`config.mk`:
```
export PLATFORM = sky130hd
export DESIGN_NAME = dual_chan_byte_framer
export DESIGN_NICKNAME = d
export VERILOG_FILES = /design/src/rtl/framer_pkg.sv /design/src/rtl/framer_arbiter.sv /design/src/rtl/framer_encoder.sv /design/src/rtl/dual_chan_byte_framer.sv
export SDC_FILE = /design/constraint.sdc
export NUM_CORES = 1
export LEC_CHECK = 0
export ABC_AREA = 1
export BUFFER_PORTS_ARGS = -buffer_cell sky130_fd_sc_hd__buf_2
export CAP_MARGIN = 20
export CORE_AREA = 3 3 40 42
export DETAILED_ROUTE_END_ITERATION = 16
export DIE_AREA = 0 0 43 45
export PLACE_DENSITY_LB_ADDON = 0.08
export SLEW_MARGIN = 30
export SYNTH_ARGS = -nofsm -noshare
export SYNTH_HDL_FRONTEND = slang
export SYNTH_SLANG_ARGS = --single-unit
```
`constraint.sdc`:
```
create_clock -name clk -period 1.15 [get_ports clk]
set_clock_uncertainty 0.2 [all_clocks]
set_input_delay 0.0575 -clock clk [delete_from_list [all_inputs] [get_ports clk]]
set_output_delay 0.0575 -clock clk [all_outputs]
set_load 0.03 [all_outputs]
```
`src/rtl/framer_pkg.sv`:
```
package framer_pkg;
   typedef enum logic [1:0] {
      SRC_NONE   = 2'd0,
      SRC_NARROW = 2'd1,
      SRC_WIDE   = 2'd2,
      SRC_UPPER  = 2'd3
   } src_e;

   localparam logic [1:0] TAG_LOW  = 2'b10;
   localparam logic [1:0] TAG_HIGH = 2'b11;
endpackage

```
`src/rtl/framer_arbiter.sv`:
```
module framer_arbiter #(
   parameter bit NARROW_FIRST = 1'b1
) (
   input  logic              open_i,
   input  logic              pend_i,
   input  logic              n_en_i,
   input  logic              n_req_i,
   input  logic              w_en_i,
   input  logic              w_req_i,
   output framer_pkg::src_e  src_o,
   output logic              n_ready_o,
   output logic              w_ready_o
);
   import framer_pkg::*;

   generate
      if (NARROW_FIRST) begin : g_narrow_first
         always_comb begin
            if (pend_i)       src_o = SRC_UPPER;
            else if (n_req_i) src_o = SRC_NARROW;
            else if (w_req_i) src_o = SRC_WIDE;
            else              src_o = SRC_NONE;
         end
         assign n_ready_o = open_i & n_en_i;
         assign w_ready_o = open_i & w_en_i & ~n_req_i;
      end else begin : g_wide_first
         always_comb begin
            if (pend_i)       src_o = SRC_UPPER;
            else if (w_req_i) src_o = SRC_WIDE;
            else if (n_req_i) src_o = SRC_NARROW;
            else              src_o = SRC_NONE;
         end
         assign w_ready_o = open_i & w_en_i;
         assign n_ready_o = open_i & n_en_i & ~w_req_i;
      end
   endgenerate
endmodule

```
`src/rtl/framer_encoder.sv`:
```
module framer_encoder #(
   parameter int BYTE_W = 8
) (
   input  framer_pkg::src_e    src_i,
   input  logic [BYTE_W-2:0]   n_data_i,
   input  logic [BYTE_W/2-1:0] w_low_i,
   input  logic [BYTE_W/2-1:0] hold_high_i,
   output logic [BYTE_W-1:0]   byte_o
);
   import framer_pkg::*;
   localparam int NIB_W  = BYTE_W / 2;
   localparam int CSEL_W = NIB_W - 2;

   always_comb begin
      case (src_i)
         SRC_NARROW: byte_o = {1'b0, n_data_i};
         SRC_WIDE:   byte_o = {TAG_LOW,  {CSEL_W{1'b0}}, w_low_i};
         SRC_UPPER:  byte_o = {TAG_HIGH, {CSEL_W{1'b0}}, hold_high_i};
         default:    byte_o = '0;
      endcase
   end
endmodule

```
`src/rtl/dual_chan_byte_framer.sv`:
```
module dual_chan_byte_framer #(
   parameter int BYTE_W       = 8,
   parameter bit NARROW_FIRST = 1'b1
) (
   input  logic              clk,
   input  logic              rst_n,
   input  logic              blk_en,
   input  logic              narrow_en,
   input  logic              narrow_valid,
   input  logic [BYTE_W-2:0] narrow_data,
   output logic              narrow_ready,
   input  logic              wide_en,
   input  logic              wide_valid,
   input  logic [BYTE_W-1:0] wide_data,
   output logic              wide_ready,
   output logic              tx_valid,
   output logic [BYTE_W-1:0] tx_data,
   input  logic              tx_ready,
   output logic              busy
);
   import framer_pkg::*;
   localparam int NIB_W = BYTE_W / 2;

   generate
      if (BYTE_W % 2 != 0 || BYTE_W < 6) begin : g_bad_width
         $error("BYTE_W must be even and at least 6");
      end
   endgenerate

   logic             pend_q;
   logic [NIB_W-1:0] hold_q;
   logic             n_req, w_req, open_gate;
   src_e             src;

   assign n_req     = blk_en & narrow_en & narrow_valid;
   assign w_req     = blk_en & wide_en & wide_valid;
   assign open_gate = blk_en & tx_ready & ~pend_q;

   framer_arbiter #(.NARROW_FIRST(NARROW_FIRST)) i_arb (
      .open_i   (open_gate),
      .pend_i   (pend_q & blk_en),
      .n_en_i   (narrow_en),
      .n_req_i  (n_req),
      .w_en_i   (wide_en),
      .w_req_i  (w_req),
      .src_o    (src),
      .n_ready_o(narrow_ready),
      .w_ready_o(wide_ready)
   );

   framer_encoder #(.BYTE_W(BYTE_W)) i_enc (
      .src_i      (src),
      .n_data_i   (narrow_data),
      .w_low_i    (wide_data[NIB_W-1:0]),
      .hold_high_i(hold_q),
      .byte_o     (tx_data)
   );

   assign tx_valid = blk_en & (src != SRC_NONE);
   assign busy     = pend_q;

   always_ff @(posedge clk) begin
      if (!rst_n) begin
         pend_q <= 1'b0;
         hold_q <= '0;
      end else if (!blk_en) begin
         pend_q <= 1'b0;
      end else if (pend_q) begin
         if (tx_ready) pend_q <= 1'b0;
      end else if (wide_valid && wide_ready) begin
         pend_q <= 1'b1;
         hold_q <= wide_data[BYTE_W-1:NIB_W];
      end
   end

   assert_no_ready_when_busy_R4: assert property (@(posedge clk) disable iff (!rst_n)
      busy |-> (!narrow_ready && !wide_ready));
   assert_upper_follows_R3: assert property (@(posedge clk) disable iff (!rst_n)
      (wide_valid && wide_ready) |=> (busy && tx_valid == blk_en));
   assert_upper_tag_R3: assert property (@(posedge clk) disable iff (!rst_n)
      (busy && blk_en) |-> (tx_valid && tx_data[BYTE_W-1:BYTE_W-2] == 2'b11));
   assert_single_grant_R5: assert property (@(posedge clk) disable iff (!rst_n)
      $onehot0({narrow_valid && narrow_ready, wide_valid && wide_ready}));
   assert_stall_holds_R10: assert property (@(posedge clk) disable iff (!rst_n)
      (busy && blk_en && !tx_ready) |=> busy);
   assert_disable_quiet_R8: assert property (@(posedge clk) disable iff (!rst_n)
      !blk_en |-> (!tx_valid && !narrow_ready && !wide_ready));
endmodule

```
==> run_results.csv, run 1 <==
group,metric,value,unit
routing,drtIter0Drc,9,
floorplan,die_area,1935,sq um
synthesis,synth_ff_type,"dfxtp_1",
synthesis,yosys.area.top_type,"dfxtp_1",
worst_setup_path,critPathTopFamily,"flip-flops",
sta,hold_violations,1,
sta,fin_crit,1.307,ns
worst_setup_path,path_max_fanout,6,
floorplan,die_x,43,microns
clock_network,cts_buffers,3,
routing,dr.pass1.iters,2,
synthesis,async_flop_share,0,%
sta,fmax,0.7648,GHz
worst_setup_path,slowest_delay,0.37,ns
cells_and_area,drive_gt1_share,63.33,%
synthesis,synth_cell_types,11,
clock_network,cts_tree,"yes",
cells_and_area,area_delta_synth_final,140.5,%
routing,dr_total_vias,590,
synthesis,ys_seq_area_share,25.89,%
power_and_ir_drop,ir_worst_vdd,538.6,uV
routing,viasPerCell,4.370,
placed_design,port_buffers,34,
worst_setup_path,crit_required,0.89,ns
grt,grt_overflow_total,0,
synthesis,synth_area,386.6,sq um
sta,slew_viol_final,0,
synthesis,synth.area.top_cells,"dfxtp_1 (26%), nand2_1 (24%), nor2_1 (12%)",
outcome,outcome,"complete, but fails checks",
worst_setup_path,slowest_stage,"dfxtp_4",
routing,post-route-drc-count,0,
routing,detail_route.wl_per_cell,10.10,microns
synthesis,synth_seq_cells,5,
clock_network,cts_root_buf,"clkbuf_4",
synthesis,synth.most_common_cell,"nand2_1",
worst_setup_path,arrival,1.05,ns
floorplan,start_util,30.09,%
sta,rsz0062_at_grt,"yes",
synthesis,syn_avg_cell_area,5.686,sq um
grt,grt_pass1_vias,555,
synthesis,netlist_instances,68,
routing,ant_nets,0,
sta,slew_headroom,89.05,%
sta,setup_slack,-0.1575,ns
placed_design,place_ws,-0.04718,ns
floorplan,num_rows,13,
cells_and_area,diodes,0,
clock_network,clk_latency,0.23,ns
worst_setup_path,crit_path_end_kind,"primary output",
worst_setup_path,path_cells,"nor2_4 > inv_2 > nor2_2 > buf_6",
clock_network,cts_sinks,5,
worst_setup_path,critPathKind,"flip-flop to primary output",
flow_run,maxCapViolCount,0,
synthesis,synth.top_cells.by_count,"nand2_1 (25), nor2_1 (12), inv_1 (11)",
routing,routed_wl,1363,microns
power_and_ir_drop,powerDensity,661.4,nW/um^2
sta,setup_viol,16,
grt,track_usage,15.83,%
synthesis,synth_edf_count,0,
hold_path,holdCritPathClass,"input pin to flip-flop",
worst_setup_path,critical_path_buf_inv_count,2,
power_and_ir_drop,p_leak,0.0004910,uW
grt,grt_pass1_wl,2318,microns
synthesis,yosys.area.top_type_share,25.89,%
cells_and_area,fillers,107,
worst_setup_path,critPathLaunchType,"flip-flop",
floorplan,coreArea,1285,sq um
placed_design,dp_hpwl,919.4,microns
clock_network,clk_pin_slew_worst_paths,0.04,ns
placed_design,routabilityCongestion,0.7714,
power_and_ir_drop,power,614.8,uW
grt,grt_start_max_net_pins,7,
clock_network,clockBufferDepth,2,
sta,timing.final.crit_share,113.7,%
floorplan,die_h,45,microns
clock_network,postCtsHoldBufs,6,
floorplan,ioPinCount,35,
synthesis,synth_nets,91,
synthesis,yosys_warnings,0,
sta,whs,-0.02627,ns
grt,antenna_found_initial,0,
cells_and_area,layout.nets,144,
sta,worst_pin_slew,0.1639,ns
outcome,violations,"negative hold slack, negative setup slack",
clock_network,cts_max_level,1,
layout by cell type, fill, tap and decap left out, drive strengths merged:
cell and count:
nand3 6, dlygate4sd3 6, buf 41, nand2 25, dfxtp 5, nand4 6, nor2 14, inv 11
a21oi 1, and3 1, clkbuf 4
stage by stage:
| step | area, sq um | cells | setup TNS [ns] | util [%] |
|---|---|---|---|---|
| 3_3_place_gp | 649.4 | 121 | -0.2625 | 50.54 |
| 3_5_place_dp | 649.4 | 121 | -0.2789 | 50.54 |
| 2_1_floorplan | 430.4 | 68 | -0.09171 | - |
| 4_1_cts | 889.6 | 134 | -1.762 | 69.23 |
| 5_1_grt | 929.6 | 135 | -2.812 | 72.35 |
| 6_report | 929.6 | 135 | -1.727 | 72.35 |
worst paths after layout:
path         startpoint         end  slack (ns)  cells past startpoint
max                busy  tx_data[4]       -0.16                      4
min          wide_valid        busy       -0.03                      3
max reg2reg        busy   hold_q[2]       -0.06                      5
min reg2reg   hold_q[3]   hold_q[3]        0.33                      4
final cells by class:
type	count	area, sq um	area share [%]
Multi-Input combinational cell	53	367.9	39.57
Inverter	11	43.79	4.711
Tap cell	15	18.77	2.019
Clock buffer	4	26.28	2.826
Sequential cell	5	103.9	11.17
Timing Repair Buffer	47	369.1	39.70
metal layers:
metal  global-route usage [%]  share of wire, %  vias to the layer above
met5                        0                 0                        -
met4                    7.229                 0                        0
met3                    4.382               8.3                        0
met2                    27.54                52                       23
met1                    18.12                39                      245
li1                         -                 -                      322
where the power goes:
group	switching (uW)	internal [uW]	leakage, uW
clock network	66.2	131	0.0000150
registers	4.85	178	0.0000414
logic	123	112	0.000435
total	194	420	0.000491
logic make-up after synthesis:
logic type | synth area share (%)
simple gates | 62.13
buf+inv | 10.68
flops | 25.89
compound gates | 1.293
timing repair:
action,CTS,global route
buffers inserted,2,1
resized for setup,41,10
gates cloned,1,0
pin swaps,14,4
endpoints found under the hold margin,5,1
setup endpoints to repair,16,17
flip-flops by register name, summed over array words and instances, names as in the netlist:
signal / count
hold_q: 4
busy: 1
worst register-to-register path, delay by kind of cell, from the launching register on:
kind | cells | cell delay, ns
AND/OR/NAND/NOR | 4 | 0.42
buffers and inverters | 1 | 0.12
flip-flops | 1 | 0.37
(Power assumes the default switching activity.)
==> inputs of run 2 (changes only) <==
--- a/config.mk
+++ b/config.mk
@@ -12,6 +12,7 @@
 export DETAILED_ROUTE_END_ITERATION = 16
 export DIE_AREA = 0 0 43 45
 export PLACE_DENSITY_LB_ADDON = 0.08
+export REMOVE_ABC_BUFFERS = 1
 export SLEW_MARGIN = 30
 export SYNTH_ARGS = -nofsm -noshare
 export SYNTH_HDL_FRONTEND = slang
==> run 2 against run 1 <==
Effect of this change:
- the run still ends with negative hold slack, negative setup slack left
- critical path depth is the same
- die area is the same
- core utilization fell by 5.7 points
- via count unchanged
- sequential share of layout area rose by 0.96 points
- clock power increased by 2%
- sequential power about the same
- sequential cell count unchanged
- final cell count decreased by 1.5%
==> run_results.csv, run 2 (same netlist as run 1, synthesis figures left out) <==
group,metric,value,unit
routing,detail_route.wl_per_cell,10.16,microns
sta,setup_slack,-0.1735,ns
hold_path,min_path_cells,3,
cells_and_area,layout.nets,142,
cells_and_area,drive_gt1_share,55.08,%
sta,worst_pin_slew,0.1665,ns
grt,grt_overflow_total,0,
routing,wl_met2,693,microns
sta,whs,-0.03816,ns
worst_setup_path,critPathLaunchType,"flip-flop",
clock_network,cts_tree,"yes",
clock_network,clk_pin_slew_worst_paths,0.04,ns
sta,fin_crit,1.324,ns
floorplan,num_rows,13,
clock_network,clockBufferDepth,2,
grt,grt_pass1_wl,2415,microns
sta,fmax,0.7556,GHz
clock_network,cts_max_level,1,
routing,drtIter0Drc,4,
outcome,outcome,"complete, but fails checks",
cells_and_area,area_delta_synth_final,121.4,%
worst_setup_path,path_max_fanout,6,
clock_network,cts_sinks,5,
sta,rsz0062_at_grt,"yes",
cells_and_area,final_common_cell,"nand2_1",
power_and_ir_drop,powerDensity,704.6,nW/um^2
routing,top_layer,"met4",
worst_setup_path,reg2reg_slack,-0.05,ns
routing,dr_total_vias,590,
power_and_ir_drop,ir_worst_vdd,602.6,uV
cells_and_area,largest_register_ffs,4,
clock_network,cts_root_buf,"clkbuf_4",
floorplan,die_h,45,microns
routing,post-route-drc-count,0,
grt,track_usage,16.82,%
routing,dr.pass1.iters,2,
cells_and_area,instances_no_fill,133,
worst_setup_path,arrival,1.07,ns
hold_path,holdCritPathClass,"input pin to flip-flop",
placed_design,place_inst,121,
hold_path,min_from,"wide_valid",
sta,hold_violations,1,
worst_setup_path,critPathKind,"flip-flop to primary output",
cells_and_area,fillers,128,
hold_path,min_to,"busy",
sta,setup_viol,15,
placed_design,port_buffers,34,
power_and_ir_drop,p_leak,0.0004701,uW
worst_setup_path,reg2reg_from,"busy",
clock_network,clk_latency,0.24,ns
cells_and_area,multi_input_area,322.8,sq um
worst_setup_path,crit_path_end_kind,"primary output",
grt,grt_start_max_net_pins,7,
worst_setup_path,r2r-end,"hold_q[3]",
placed_design,dp_hpwl,948.9,microns
clock_network,cts_buffers,3,
cells_and_area,diodes,0,
cells_and_area,seqCellArea,103.9,sq um
sta,slew_headroom,88.87,%
routing,ant_nets,0,
routing,wl_met3,109,microns
worst_setup_path,r2r_cells,5,
floorplan,ioPinCount,35,
floorplan,start_util,30.09,%
flow_run,maxCapViolCount,0,
grt,grt_pass1_vias,573,
floorplan,coreArea,1285,sq um
routing,routed_wl,1351,microns
cells_and_area,most-common-layout-cells,"nand2_1 (23), buf_2 (22), buf_6 (12)",
routing,viasPerCell,4.436,
routing,wl_met1,524,microns
sta,slew_viol_final,0,
outcome,violations,"negative hold slack, negative setup slack",
cells_and_area,max_flop_register,"hold_q",
grt,antenna_found_initial,0,
worst_setup_path,crit_required,0.89,ns
floorplan,die_area,1935,sq um
placed_design,routabilityCongestion,0.7071,
clock_network,postCtsHoldBufs,6,
sta,timing.final.crit_share,115.1,%
floorplan,die_x,43,microns
## run 2: metrics by stage
stage          total power, uW  cell area, sq um  util (%)  setup WS [ns]  setup TNS, ns
2_1_floorplan            266.3             386.6         -        -0.2881         -2.982
3_3_place_gp             339.5             605.6     47.13       -0.04327        -0.3537
3_5_place_dp             339.8             605.6     47.13       -0.06512        -0.4885
4_1_cts                  605.4             829.5     64.56        -0.1829         -1.915
5_1_grt                  644.9             855.8     66.60        -0.2418         -2.723
6_report                 603.0             855.8     66.60        -0.1735         -1.686
## run 2: power by group
group | switching, uW | internal, uW
Combinational | 115 | 105
Clock | 70.3 | 131
Sequential | 4.12 | 178
## run 2: cell type report
type                            instances  area share (%)
Timing Repair Buffer                   45           40.06
Multi-Input combinational cell         53           37.72
Sequential cell                         5           12.13
Inverter                               11           4.825
Clock buffer                            4           3.070
Tap cell                               15           2.193
## run 2: per-layer routing
layer	vias to the layer above	track usage, %
met4	0	9.036
met3	2	2.789
li1	313	-
met1	252	18.55
met2	23	30.84
met5	-	0
## run 2: how the worst max path moves through the flow
| stage | depth (start not counted) | to | slack (ns) | from |
|---|---|---|---|---|
| 3_3_place_gp | 5 | tx_data[2] | -0.04 | busy |
| 3_5_place_dp | 4 | tx_data[5] | -0.07 | busy |
| 4_1_cts | 4 | tx_data[5] | -0.18 | busy |
| 6_report | 4 | tx_data[5] | -0.17 | busy |
| 2_1_floorplan | 4 | tx_data[0] | -0.29 | busy |
| 5_1_grt | 4 | tx_data[2] | -0.24 | busy |
## run 2: repair_timing
| item | 4_1_cts | 5_1_grt |
|---|---|---|
| hold endpoints to repair | 5 | 1 |
| pin swaps | 6 | 4 |
| setup endpoints to repair | 16 | 17 |
| resized for setup | 35 | 10 |
| gates cloned | 1 | 0 |
| buffers inserted | 1 | 0 |
## run 2: critical path, cell delays in order (launching register included)
cell and delay, ns:
dfxtp_4 0.36, nor2_4 0.16, inv_2 0.06, nor2_1 0.09
buf_4 0.16
==> inputs of run 3 (changes only) <==
--- a/config.mk
+++ b/config.mk
@@ -8,9 +8,11 @@
 export ABC_AREA = 1
 export BUFFER_PORTS_ARGS = -buffer_cell sky130_fd_sc_hd__buf_2
 export CAP_MARGIN = 20
-export CORE_AREA = 3 3 40 42
+export CELL_PAD_IN_SITES_DETAIL_PLACEMENT = 1
+export CELL_PAD_IN_SITES_GLOBAL_PLACEMENT = 2
+export CORE_MARGIN = 3
+export CORE_UTILIZATION = 13
 export DETAILED_ROUTE_END_ITERATION = 16
-export DIE_AREA = 0 0 43 45
 export PLACE_DENSITY_LB_ADDON = 0.08
 export REMOVE_ABC_BUFFERS = 1
 export SLEW_MARGIN = 30
==> run 3 against run 2 <==
Effect of this change:
- the run still ends with negative hold slack, negative setup slack left
- sequential share of layout area shrank 0.12 points
- first-iteration DRC count rose by 25%
- critical path depth stayed put
- register-to-register slack worse by 0.02 ns
- critical path type unchanged
- largest cell class unchanged
==> run_results.csv, run 3 (same netlist as run 1, synthesis figures left out) <==
group,metric,value,unit
outcome,outcome,"complete, but fails checks",
outcome,violations,"negative hold slack, negative setup slack",
cells_and_area,max_flop_register,"hold_q",
worst_setup_path,r2r_cells,6,
routing,detail_route.wl_per_cell,11.07,microns
hold_path,holdCritPathClass,"input pin to flip-flop",
grt,antenna_found_initial,0,
floorplan,die_x,60.54,microns
sta,final.setup.tns,-2.185,ns
placed_design,place_inst,137,
floorplan,coreArea,2805,sq um
worst_setup_path,slowest_delay,0.38,ns
worst_setup_path,crit_required,0.89,ns
floorplan,ioPinCount,35,
placed_design,dpl-instance-area,625.6,sq um
sta,setup_slack,-0.1960,ns
floorplan,die_area,3664,sq um
worst_setup_path,arrival,1.09,ns
clock_network,cts_max_level,1,
cells_and_area,area_delta_synth_final,123.6,%
routing,dr.pass1.iters,2,
power_and_ir_drop,ir_worst_vdd,497.4,uV
clock_network,cts_tree,"yes",
cells_and_area,largest_register_ffs,4,
power_and_ir_drop,powerDensity,702.6,nW/um^2
cells_and_area,diodes,0,
floorplan,die_h,60.54,microns
grt,track_usage,9.142,%
clock_network,postCtsHoldBufs,6,
grt,grt_start_max_net_pins,10,
clock_network,cts_buffers,3,
routing,routed_wl,1650,microns
power_and_ir_drop,p_leak,0.0004663,uW
worst_setup_path,critPathLaunchType,"flip-flop",
flow_run,maxCapViolCount,0,
cells_and_area,drive_gt1_share,53.39,%
floorplan,start_util,13.78,%
cells_and_area,most-common-layout-cells,"nand2_1 (23), buf_2 (22), buf_6 (11)",
cells_and_area,stdcell_area,864.6,sq um
routing,drtIter0Drc,5,
cells_and_area,final_common_cell,"nand2_1",
clock_network,clk_latency,0.24,ns
routing,ant_nets,0,
cells_and_area,layout.nets,142,
sta,rsz0062_at_grt,"yes",
worst_setup_path,critPathKind,"flip-flop to primary output",
sta,slew_viol_final,0,
placed_design,port_buffers,34,
routing,viasPerCell,4.054,
hold_path,min_path_cells,3,
worst_setup_path,crit_path_end_kind,"primary output",
sta,fmax,0.7430,GHz
sta,whs,-0.02450,ns
placed_design,dp_hpwl,1274,microns
sta,setup_viol,16,
worst_setup_path,path_max_fanout,5,
clock_network,cts_sinks,5,
worst_setup_path,slowest_stage,"dfxtp_4",
sta,fin_crit,1.346,ns
worst_setup_path,path_cells,"nand2_1 > buf_4 > nand3_1 > buf_6",
sta,hold_violations,1,
grt,grt_pass1_vias,605,
cells_and_area,instances_no_fill,149,
cells_and_area,fillers,367,
placed_design,routabilityCongestion,0.6703,
clock_network,clk_pin_slew_worst_paths,0.04,ns
routing,post-route-drc-count,0,
routing,dr_total_vias,604,
clock_network,cts_root_buf,"clkbuf_4",
sta,slew_headroom,87.43,%
clock_network,clockBufferDepth,2,
sta,timing.final.crit_share,117.0,%
sta,worst_pin_slew,0.1882,ns
grt,grt_overflow_total,0,
grt,grt_pass1_wl,2532,microns
floorplan,num_rows,19,
==> run 3: routing by layer <==
| layer | global-route usage [%] | wire length [microns] | vias up |
|---|---|---|---|
| li1 | - | - | 317 |
| met1 | 10.56 | 731 | 260 |
| met2 | 16.05 | 782 | 22 |
| met3 | 1.702 | 114 | 5 |
| met4 | 4.644 | 21 | 0 |
| met5 | 0 | 0 | - |
==> run 3: report_power, final <==
group          leakage [uW]  switching, uW  internal (uW)  total, uW
combinational      0.000410            117            104        221
sequential        0.0000414           4.06            178        182
clock             0.0000150           73.9            131        205
==> run 3: timing repair <==
| action | CTS | global route |
|---|---|---|
| setup endpoints to repair | 17 | 17 |
| pin swaps | 8 | 4 |
| cloned | 0 | 1 |
| setup buffers | 0 | 1 |
| hold endpoints to repair | 5 | 1 |
| resized for setup | 34 | 8 |
==> run 3: final cells by class <==
cell class | instances | area (sq um) | area share, %
timing repair buffer | 45 | 339.1 | 39.22
multi-input combinational | 53 | 315.3 | 36.47
sequential | 5 | 103.9 | 12.01
inverter | 11 | 41.29 | 4.776
tap | 31 | 38.79 | 4.486
clock buffer | 4 | 26.28 | 3.039
==> run 3: worst max-delay path: cells and delay by family (launching register included) <==
family / cells / cell delay, ns
flops: 1 / 0.38
simple gates: 2 / 0.18
buf+inv: 2 / 0.29
==> run 3: final timing paths <==
kind,start,slack (ns),to
worst min register to register,hold_q[0],0.32,hold_q[0]
worst min-delay path,wide_valid,-0.02,busy
worst max register to register,busy,-0.07,hold_q[2]
worst max-delay path,busy,-0.20,tx_valid
==> run 3: metrics by stage <==
step	power (uW)	utilization [%]	setup WS (ns)
finish	607.5	30.82	-0.1960
global route	652.5	30.82	-0.2897
CTS	599.0	29.04	-0.2070
detailed placement	345.5	22.30	-0.1290
global placement	344.8	22.30	-0.1203
floorplan	266.3	-	-0.2881
